## config.mk

```make
export PLATFORM = sky130hd
export DESIGN_NAME = acc24_cpu
export DESIGN_NICKNAME = d
export VERILOG_FILES = /design/src/rtl/acc24_pkg.sv /design/src/rtl/acc24_decode.sv /design/src/rtl/acc24_alu.sv /design/src/rtl/acc24_cpu.sv
export SDC_FILE = /design/constraint.sdc
export NUM_CORES = 2
export LEC_CHECK = 0
export CAP_MARGIN = 20
export CELL_PAD_IN_SITES_DETAIL_PLACEMENT = 0
export CELL_PAD_IN_SITES_GLOBAL_PLACEMENT = 2
export CORE_MARGIN = 3
export CORE_UTILIZATION = 42
export DETAILED_ROUTE_END_ITERATION = 8
export PLACE_DENSITY = 0.95
export SLEW_MARGIN = 40
export SYNTH_ARGS = -nofsm -noshare
export SYNTH_HDL_FRONTEND = slang
export SYNTH_HIERARCHICAL = 1
export SYNTH_SLANG_ARGS = --single-unit
```

## constraint.sdc

```tcl
create_clock -name clk -period 127.2 [get_ports clk]
set_input_delay 25.44 -clock clk [delete_from_list [all_inputs] [get_ports clk]]
set_output_delay 25.44 -clock clk [all_outputs]
set_load 0.01 [all_outputs]
```

## src/rtl/acc24_pkg.sv

```systemverilog
package acc24_pkg;

    typedef enum logic [7:0] {
        OP_LDA  = 8'h00, OP_LDX = 8'h04, OP_STA  = 8'h0C, OP_STX  = 8'h10,
        OP_ADD  = 8'h18, OP_SUB = 8'h1C, OP_MUL  = 8'h20, OP_DIV  = 8'h24,
        OP_COMP = 8'h28, OP_JEQ = 8'h30, OP_JGT  = 8'h34, OP_JLT  = 8'h38,
        OP_J    = 8'h3C, OP_JSUB = 8'h48, OP_RSUB = 8'h4C,
        OP_RD   = 8'hD8, OP_WD  = 8'hDC, OP_TD   = 8'hE0
    } opcode_e;

    typedef enum logic [1:0] {
        CC_EQ = 2'b00,
        CC_LT = 2'b01,
        CC_GT = 2'b10
    } cc_e;

    typedef enum logic [2:0] {
        ST_FETCH, ST_DECODE, ST_LOADW, ST_APPLY, ST_STOREW, ST_DEVIO, ST_HALT
    } state_e;

    typedef enum logic [2:0] {
        CL_LOAD, CL_STORE, CL_JUMP, CL_DEV, CL_BAD
    } opclass_e;

    typedef enum logic [2:0] {
        AL_PASS, AL_ADD, AL_SUB, AL_MUL, AL_DIV
    } aluop_e;

endpackage

```

## src/rtl/acc24_decode.sv

```systemverilog
module acc24_decode
    import acc24_pkg::*;
#(
    parameter int OPC_W = 8
) (
    input  logic [OPC_W-1:0] opc,
    input  cc_e              cc,
    output opclass_e         cls,
    output aluop_e           aop,
    output logic             sel_x,
    output logic             is_cmp,
    output logic             take,
    output logic             link,
    output logic             ret
);
    always_comb begin
        cls    = CL_BAD;
        aop    = AL_PASS;
        sel_x  = 1'b0;
        is_cmp = 1'b0;
        take   = 1'b0;
        link   = 1'b0;
        ret    = 1'b0;
        unique case (opc)
            OP_LDA:  cls = CL_LOAD;
            OP_LDX:  begin cls = CL_LOAD;  sel_x = 1'b1; end
            OP_STA:  cls = CL_STORE;
            OP_STX:  begin cls = CL_STORE; sel_x = 1'b1; end
            OP_ADD:  begin cls = CL_LOAD;  aop = AL_ADD; end
            OP_SUB:  begin cls = CL_LOAD;  aop = AL_SUB; end
            OP_MUL:  begin cls = CL_LOAD;  aop = AL_MUL; end
            OP_DIV:  begin cls = CL_LOAD;  aop = AL_DIV; end
            OP_COMP: begin cls = CL_LOAD;  is_cmp = 1'b1; end
            OP_JEQ:  begin cls = CL_JUMP;  take = (cc == CC_EQ); end
            OP_JGT:  begin cls = CL_JUMP;  take = (cc == CC_GT); end
            OP_JLT:  begin cls = CL_JUMP;  take = (cc == CC_LT); end
            OP_J:    begin cls = CL_JUMP;  take = 1'b1; end
            OP_JSUB: begin cls = CL_JUMP;  take = 1'b1; link = 1'b1; end
            OP_RSUB: begin cls = CL_JUMP;  ret = 1'b1; end
            OP_TD, OP_RD, OP_WD: cls = CL_DEV;
            default: cls = CL_BAD;
        endcase
    end
endmodule

```

## src/rtl/acc24_alu.sv

```systemverilog
module acc24_alu
    import acc24_pkg::*;
#(
    parameter int WORD_W = 24
) (
    input  aluop_e            aop,
    input  logic [WORD_W-1:0] a,
    input  logic [WORD_W-1:0] b,
    output logic [WORD_W-1:0] y,
    output cc_e               cmp,
    output logic              div_zero
);
    always_comb begin
        div_zero = (b == '0);
        unique case (aop)
            AL_ADD:  y = a + b;
            AL_SUB:  y = a - b;
            AL_MUL:  y = a * b;
            AL_DIV:  y = div_zero ? a : WORD_W'($signed(a) / $signed(b));
            default: y = b;
        endcase
        if ($signed(a) < $signed(b))
            cmp = CC_LT;
        else if (a == b)
            cmp = CC_EQ;
        else
            cmp = CC_GT;
    end
endmodule

```

## src/rtl/acc24_cpu.sv

```systemverilog
module acc24_cpu
    import acc24_pkg::*;
#(
    parameter int WORD_W = 24,
    parameter int BYTE_W = 8,
    parameter int ADDR_W = 15
) (
    input  logic              clk,
    input  logic              rst_n,
    output logic [ADDR_W-1:0] mem_addr,
    input  logic [BYTE_W-1:0] mem_rdata,
    output logic [BYTE_W-1:0] mem_wdata,
    output logic              mem_we,
    output logic [BYTE_W-1:0] dev_code,
    input  logic              dev_ready,
    input  logic [BYTE_W-1:0] dev_rdata,
    output logic [BYTE_W-1:0] dev_wdata,
    output logic              dev_rd_stb,
    output logic              dev_wr_stb,
    output logic              halted
);
    localparam int              NB    = WORD_W / BYTE_W;
    localparam int              BC_W  = $clog2(NB);
    localparam logic [BC_W-1:0] LAST  = BC_W'(NB - 1);
    localparam int              XBIT  = ADDR_W;

    state_e            st, st_nx;
    logic [BC_W-1:0]   bc;
    logic [WORD_W-1:0] ir, opnd, reg_a, reg_x;
    logic [ADDR_W-1:0] pc, ta, reg_l, ta_calc;
    cc_e               cc;

    opclass_e          cls;
    aluop_e            aop;
    logic              sel_x, is_cmp, take, link, ret;
    logic [WORD_W-1:0] alu_y, store_word;
    cc_e               alu_cmp;
    logic              div_zero, byte_last;
    logic [BYTE_W-1:0] opc;

    assign opc        = ir[WORD_W-1 -: BYTE_W];
    assign byte_last  = (bc == LAST);
    assign ta_calc    = ir[ADDR_W-1:0] + (ir[XBIT] ? reg_x[ADDR_W-1:0] : '0);
    assign store_word = sel_x ? reg_x : reg_a;

    acc24_decode #(.OPC_W(BYTE_W)) u_dec (
        .opc(opc), .cc(cc), .cls(cls), .aop(aop), .sel_x(sel_x),
        .is_cmp(is_cmp), .take(take), .link(link), .ret(ret)
    );

    acc24_alu #(.WORD_W(WORD_W)) u_alu (
        .aop(aop), .a(reg_a), .b(opnd), .y(alu_y), .cmp(alu_cmp), .div_zero(div_zero)
    );

    // next-state selection
    always_comb begin
        st_nx = st;
        unique case (st)
            ST_FETCH:  if (byte_last) st_nx = ST_DECODE;
            ST_DECODE: begin
                unique case (cls)
                    CL_LOAD:  st_nx = ST_LOADW;
                    CL_STORE: st_nx = ST_STOREW;
                    CL_JUMP:  st_nx = ST_FETCH;
                    CL_DEV:   st_nx = ST_DEVIO;
                    default:  st_nx = ST_HALT;
                endcase
            end
            ST_LOADW:  if (byte_last) st_nx = ST_APPLY;
            ST_APPLY:  st_nx = (aop == AL_DIV && div_zero) ? ST_HALT : ST_FETCH;
            ST_STOREW: if (byte_last) st_nx = ST_FETCH;
            ST_DEVIO:  st_nx = ST_FETCH;
            default:   st_nx = ST_HALT;
        endcase
    end

    // state register
    always_ff @(posedge clk) begin
        if (!rst_n) st <= ST_FETCH;
        else        st <= st_nx;
    end

    // outputs
    always_comb begin
        mem_addr   = pc + ADDR_W'(bc);
        mem_wdata  = '0;
        mem_we     = 1'b0;
        dev_code   = '0;
        dev_wdata  = reg_a[BYTE_W-1:0];
        dev_rd_stb = 1'b0;
        dev_wr_stb = 1'b0;
        halted     = 1'b0;
        unique case (st)
            ST_LOADW:  mem_addr = ta + ADDR_W'(bc);
            ST_STOREW: begin
                mem_addr  = ta + ADDR_W'(bc);
                mem_we    = 1'b1;
                mem_wdata = store_word[(NB - 1 - int'(bc)) * BYTE_W +: BYTE_W];
            end
            ST_DEVIO: begin
                mem_addr   = ta;
                dev_code   = mem_rdata;
                dev_rd_stb = (opc == OP_RD);
                dev_wr_stb = (opc == OP_WD);
            end
            ST_HALT:   halted = 1'b1;
            default:   ;
        endcase
    end

    // datapath registers
    always_ff @(posedge clk) begin
        if (!rst_n) begin
            bc    <= '0;
            ir    <= '0;
            opnd  <= '0;
            reg_a <= '0;
            reg_x <= '0;
            reg_l <= '0;
            pc    <= '0;
            ta    <= '0;
            cc    <= CC_EQ;
        end else begin
            unique case (st)
                ST_FETCH: begin
                    ir <= {ir[WORD_W-BYTE_W-1:0], mem_rdata};
                    bc <= byte_last ? '0 : bc + 1'b1;
                    if (byte_last) pc <= pc + ADDR_W'(NB);
                end
                ST_DECODE: begin
                    ta <= ta_calc;
                    if (cls == CL_JUMP) begin
                        if (ret)       pc <= reg_l;
                        else if (take) pc <= ta_calc;
                        if (link)      reg_l <= pc;
                    end
                end
                ST_LOADW: begin
                    opnd <= {opnd[WORD_W-BYTE_W-1:0], mem_rdata};
                    bc   <= byte_last ? '0 : bc + 1'b1;
                end
                ST_APPLY: begin
                    if (is_cmp)
                        cc <= alu_cmp;
                    else if (!(aop == AL_DIV && div_zero)) begin
                        if (sel_x) reg_x <= alu_y;
                        else       reg_a <= alu_y;
                    end
                end
                ST_STOREW: bc <= byte_last ? '0 : bc + 1'b1;
                ST_DEVIO: begin
                    if (opc == OP_TD) cc <= dev_ready ? CC_LT : CC_EQ;
                    if (opc == OP_RD) reg_a[BYTE_W-1:0] <= dev_rdata;
                end
                default: ;
            endcase
        end
    end
endmodule

```

==> metrics.md <==
| Metric | Value |
|---|---|
| Number of synthesized flops with an enable pin | 0 |
| Critical Path RT | 127.54 ns |
| GRT Util Overall | 0.310 |
| CTS tree | done |
| Most frequent CP cell | ha_1 |
| 1st-pass router iterations | 9 |
| HP Class | reg2reg |
| Cells after Synth | 5156 |
| Critical path buffer and inverter count | 9 |
| Final Hold Violating Endpoints | 0 |
| Worst path slowest cell | o311a_1 |
| # DRC | 0 |
| Setup Fix Bufs, Post-CTS | 0 |
| Pin count of the biggest net entering global routing | 85 |
| Nets | 5756 |
| Core area | 89200 µm² |
| Number of H-tree levels | 4 |
| Dpl ws | 66.02 ns |
| Final ANT Viol Nets | 0 |
| Avg Cell Area, Syn | 7.40 µm² |
| RSZ-0062 raised after global routing | false |
| Synth top area share | 0.149 |
| Die area | 94500 µm² |
| Final period util | 0.494 |
| Commonest cells post-synth | 632 x nand2_1, 493 x nor2_1, 454 x ha_1 |
| Port Buf Inserts | 61 |
| Clock root buffer | clkbuf_16 |
| Crit-path max FO | 33 |
| Layout cells sized above 1 | 0.0705 |
| Worst Setup Start Kind | flop |
| Status | complete, no violations |
| CTS Hold Buffers Added | 0 |
| Area grow syn2layout | 6.88% |
| Vias | 39021 |
| First-pass GRT wire length | 230000 µm |
| # resized after CTS | 0 |
| Via density | 6.25 |
| Die width | 307 µm |
| Yosys cell types | 115 |
| Clk_lat worst skew | 0.45 ns |
| Count leader, synth | nand2_1 |
| Post-Syn Nets | 5846 |
| Crit path DAT | 63.13 ns |
| Num rows | 109 |
| Fmax | 15.9 MHz |
| Cell type with the largest total area after synthesis | ha_1 |
| Num ports | 62 |
| Final GP Congestion | 0.959 |
| Final setup viols | 0 |
| Yosys warning count | 6 |
| Synth area leaders | ha_1 15%, fa_1 11%, dfxtp_1 7.8%, nand2_1 6.2%, xnor2_1 4.9% |
| CP max stage delay | 0.77 ns |
| Register area share after synthesis | 0.0777 |
| Cts bufs inserted | 17 |
| Routed len/inst | 24.1 µm |
| TNS Setup | 0 ns |
| WS Path Type | reg2reg |
| Initial DRC count | 3915 |
| Asr flop ratio synth | 0 |
| Initial Utilization | 0.428 |
| Initial antenna violation count | 1 |
| Final worst setup slack | 64.42 ns |
| Max Slew Vio Count | 0 |
| GRT overflow | 0 |
| Relative slew slack | 0.390 |
| Top delay family on crit path | compound AO/OA/AOI/OAI gates |
| WL final | 151000 µm |
| Synth Flop Type | dfxtp_1 |
| Final clock skew | 0.0183 ns |
| Minimum clock period | 62.78 ns |
| Clock sink count | 148 |
| Max Cap Viol | 0 |
| CTS Buffer Depth | 2 |
| Reg clk slew, reported paths | 0.08 ns |
| Cell Area, Synth | 38200 µm² |
| Flops & latches, synth | 148 |
| Die H | 307 µm |
| Vias in the first global route | 37386 |
| Post-DP HPWL | 114000 µm |
| Worst slew pin tran | 0.908 ns |
| CP endpoint kind | flop |
-- layout by cell type (no fill, tap or decap), types with 21 or more instances in the layout --
| cell | n |
|---|---|
| o221ai_1 | 22 |
| mux2i_1 | 88 |
| a41oi_1 | 21 |
| a221oi_1 | 26 |
| nand2_1 | 628 |
| o211ai_1 | 43 |
| o21bai_1 | 29 |
| nand3_1 | 86 |
| nand2b_1 | 40 |
| o21a_1 | 94 |
| nand4_1 | 52 |
| a22oi_1 | 24 |
| or2_2 | 30 |
| dfxtp_1 | 148 |
| nor3_1 | 145 |
| o31ai_1 | 42 |
| o22ai_1 | 21 |
| nor2b_1 | 29 |
| and2_1 | 153 |
| inv_1 | 371 |
| a31oi_1 | 55 |
| xor2_1 | 97 |
| a211oi_1 | 29 |
| a21o_1 | 114 |
| or3_1 | 51 |
| nor4_1 | 24 |
| nor2_1 | 489 |
| fa_1 | 217 |
| buf_4 | 100 |
| o21ai_0 | 211 |
| mux2_2 | 66 |
| a21oi_1 | 334 |
| and3_1 | 34 |
| xnor2_1 | 203 |
| clkdlybuf4s50_1 | 60 |
| ha_1 | 454 |
-- flip-flops by register name (all words and copies together) (netlist names) --
name	flops
reg_x	24
pc	15
reg_a	24
ta	15
ir	24
bc	2
reg_l	15
cc	2
opnd	24
st	3
-- worst reg2reg max path: cells and delay by family, from the launching register on --
family | cells | cell delay, ns
buffers and inverters | 9 | 2.95
adder cells (fa/ha/maj) | 24 | 7.44
AND/OR/NAND/NOR | 72 | 19.20
flip-flops | 1 | 0.73
multiplexers | 7 | 2.10
AO/OA/AOI/OAI | 109 | 29.94
XOR/XNOR | 1 | 0.31
-- cells by family (layout without fill, tap and decap cells) --
| group | after synthesis | after routing | share of synthesized area |
|---|---|---|---|
| AND/OR/NAND/NOR | 1876 | 1876 | 0.233 |
| AO/OA/AOI/OAI | 1332 | 1332 | 0.238 |
| other | 0 | 1 | 0 |
| flip-flops | 148 | 148 | 0.0777 |
| adder cells (fa/ha/maj) | 671 | 671 | 0.263 |
| buffers and inverters | 651 | 574 | 0.0679 |
| XOR/XNOR | 313 | 313 | 0.0719 |
| multiplexers | 165 | 165 | 0.0483 |
-- path summary, 6_finish.rpt --
| path | startpoint | endpoint | slack (ns) | depth (start not counted) |
|---|---|---|---|---|
| max | opnd[10] | reg_a[6] | 64.42 | 222 |
| min reg2reg | opnd[6] | opnd[6] | 0.46 | 2 |
| min | opnd[6] | opnd[6] | 0.46 | 2 |
| max reg2reg | opnd[10] | reg_a[6] | 64.42 | 222 |
-- layer usage --
layer  global-route usage  up-vias  part of all wire
met5                    0        -                 0
met4                0.121        0             0.047
met3               0.0492      328             0.078
met2                0.490     1754              0.44
met1                0.426    18779              0.44
li1                     -    18160                 -
-- through the flow --
| stage | utilization | instance area [µm²] | hold slack (ns) | std cells |
|---|---|---|---|---|
| 3_3_place_gp | 0.449 | 40000 | 0.444 | 6212 |
| 2_1_floorplan | - | 38200 | 0.446 | 5156 |
| 4_1_cts | 0.457 | 40700 | 0.459 | 6244 |
| 3_5_place_dp | 0.450 | 40100 | 0.448 | 6212 |
| 5_1_grt | 0.457 | 40800 | 0.476 | 6244 |
| 6_report | 0.457 | 40800 | 0.460 | 6245 |
-- cell type report --
| type | instances | area (µm²) |
|---|---|---|
| well taps | 1165 | 1460 |
| flip-flops and latches | 148 | 2960 |
| clock buffers | 17 | 425 |
| inverters | 380 | 1430 |
| fillers | 9133 | 48400 |
| repair buffers | 162 | 1370 |
| clock inverters | 15 | 210 |
| diodes | 1 | 2.50 |
| multi-input cells | 4357 | 32900 |
Power is not shown: default switching activity piles up to over one toggle a cycle in this logic, so the estimate is an artifact.
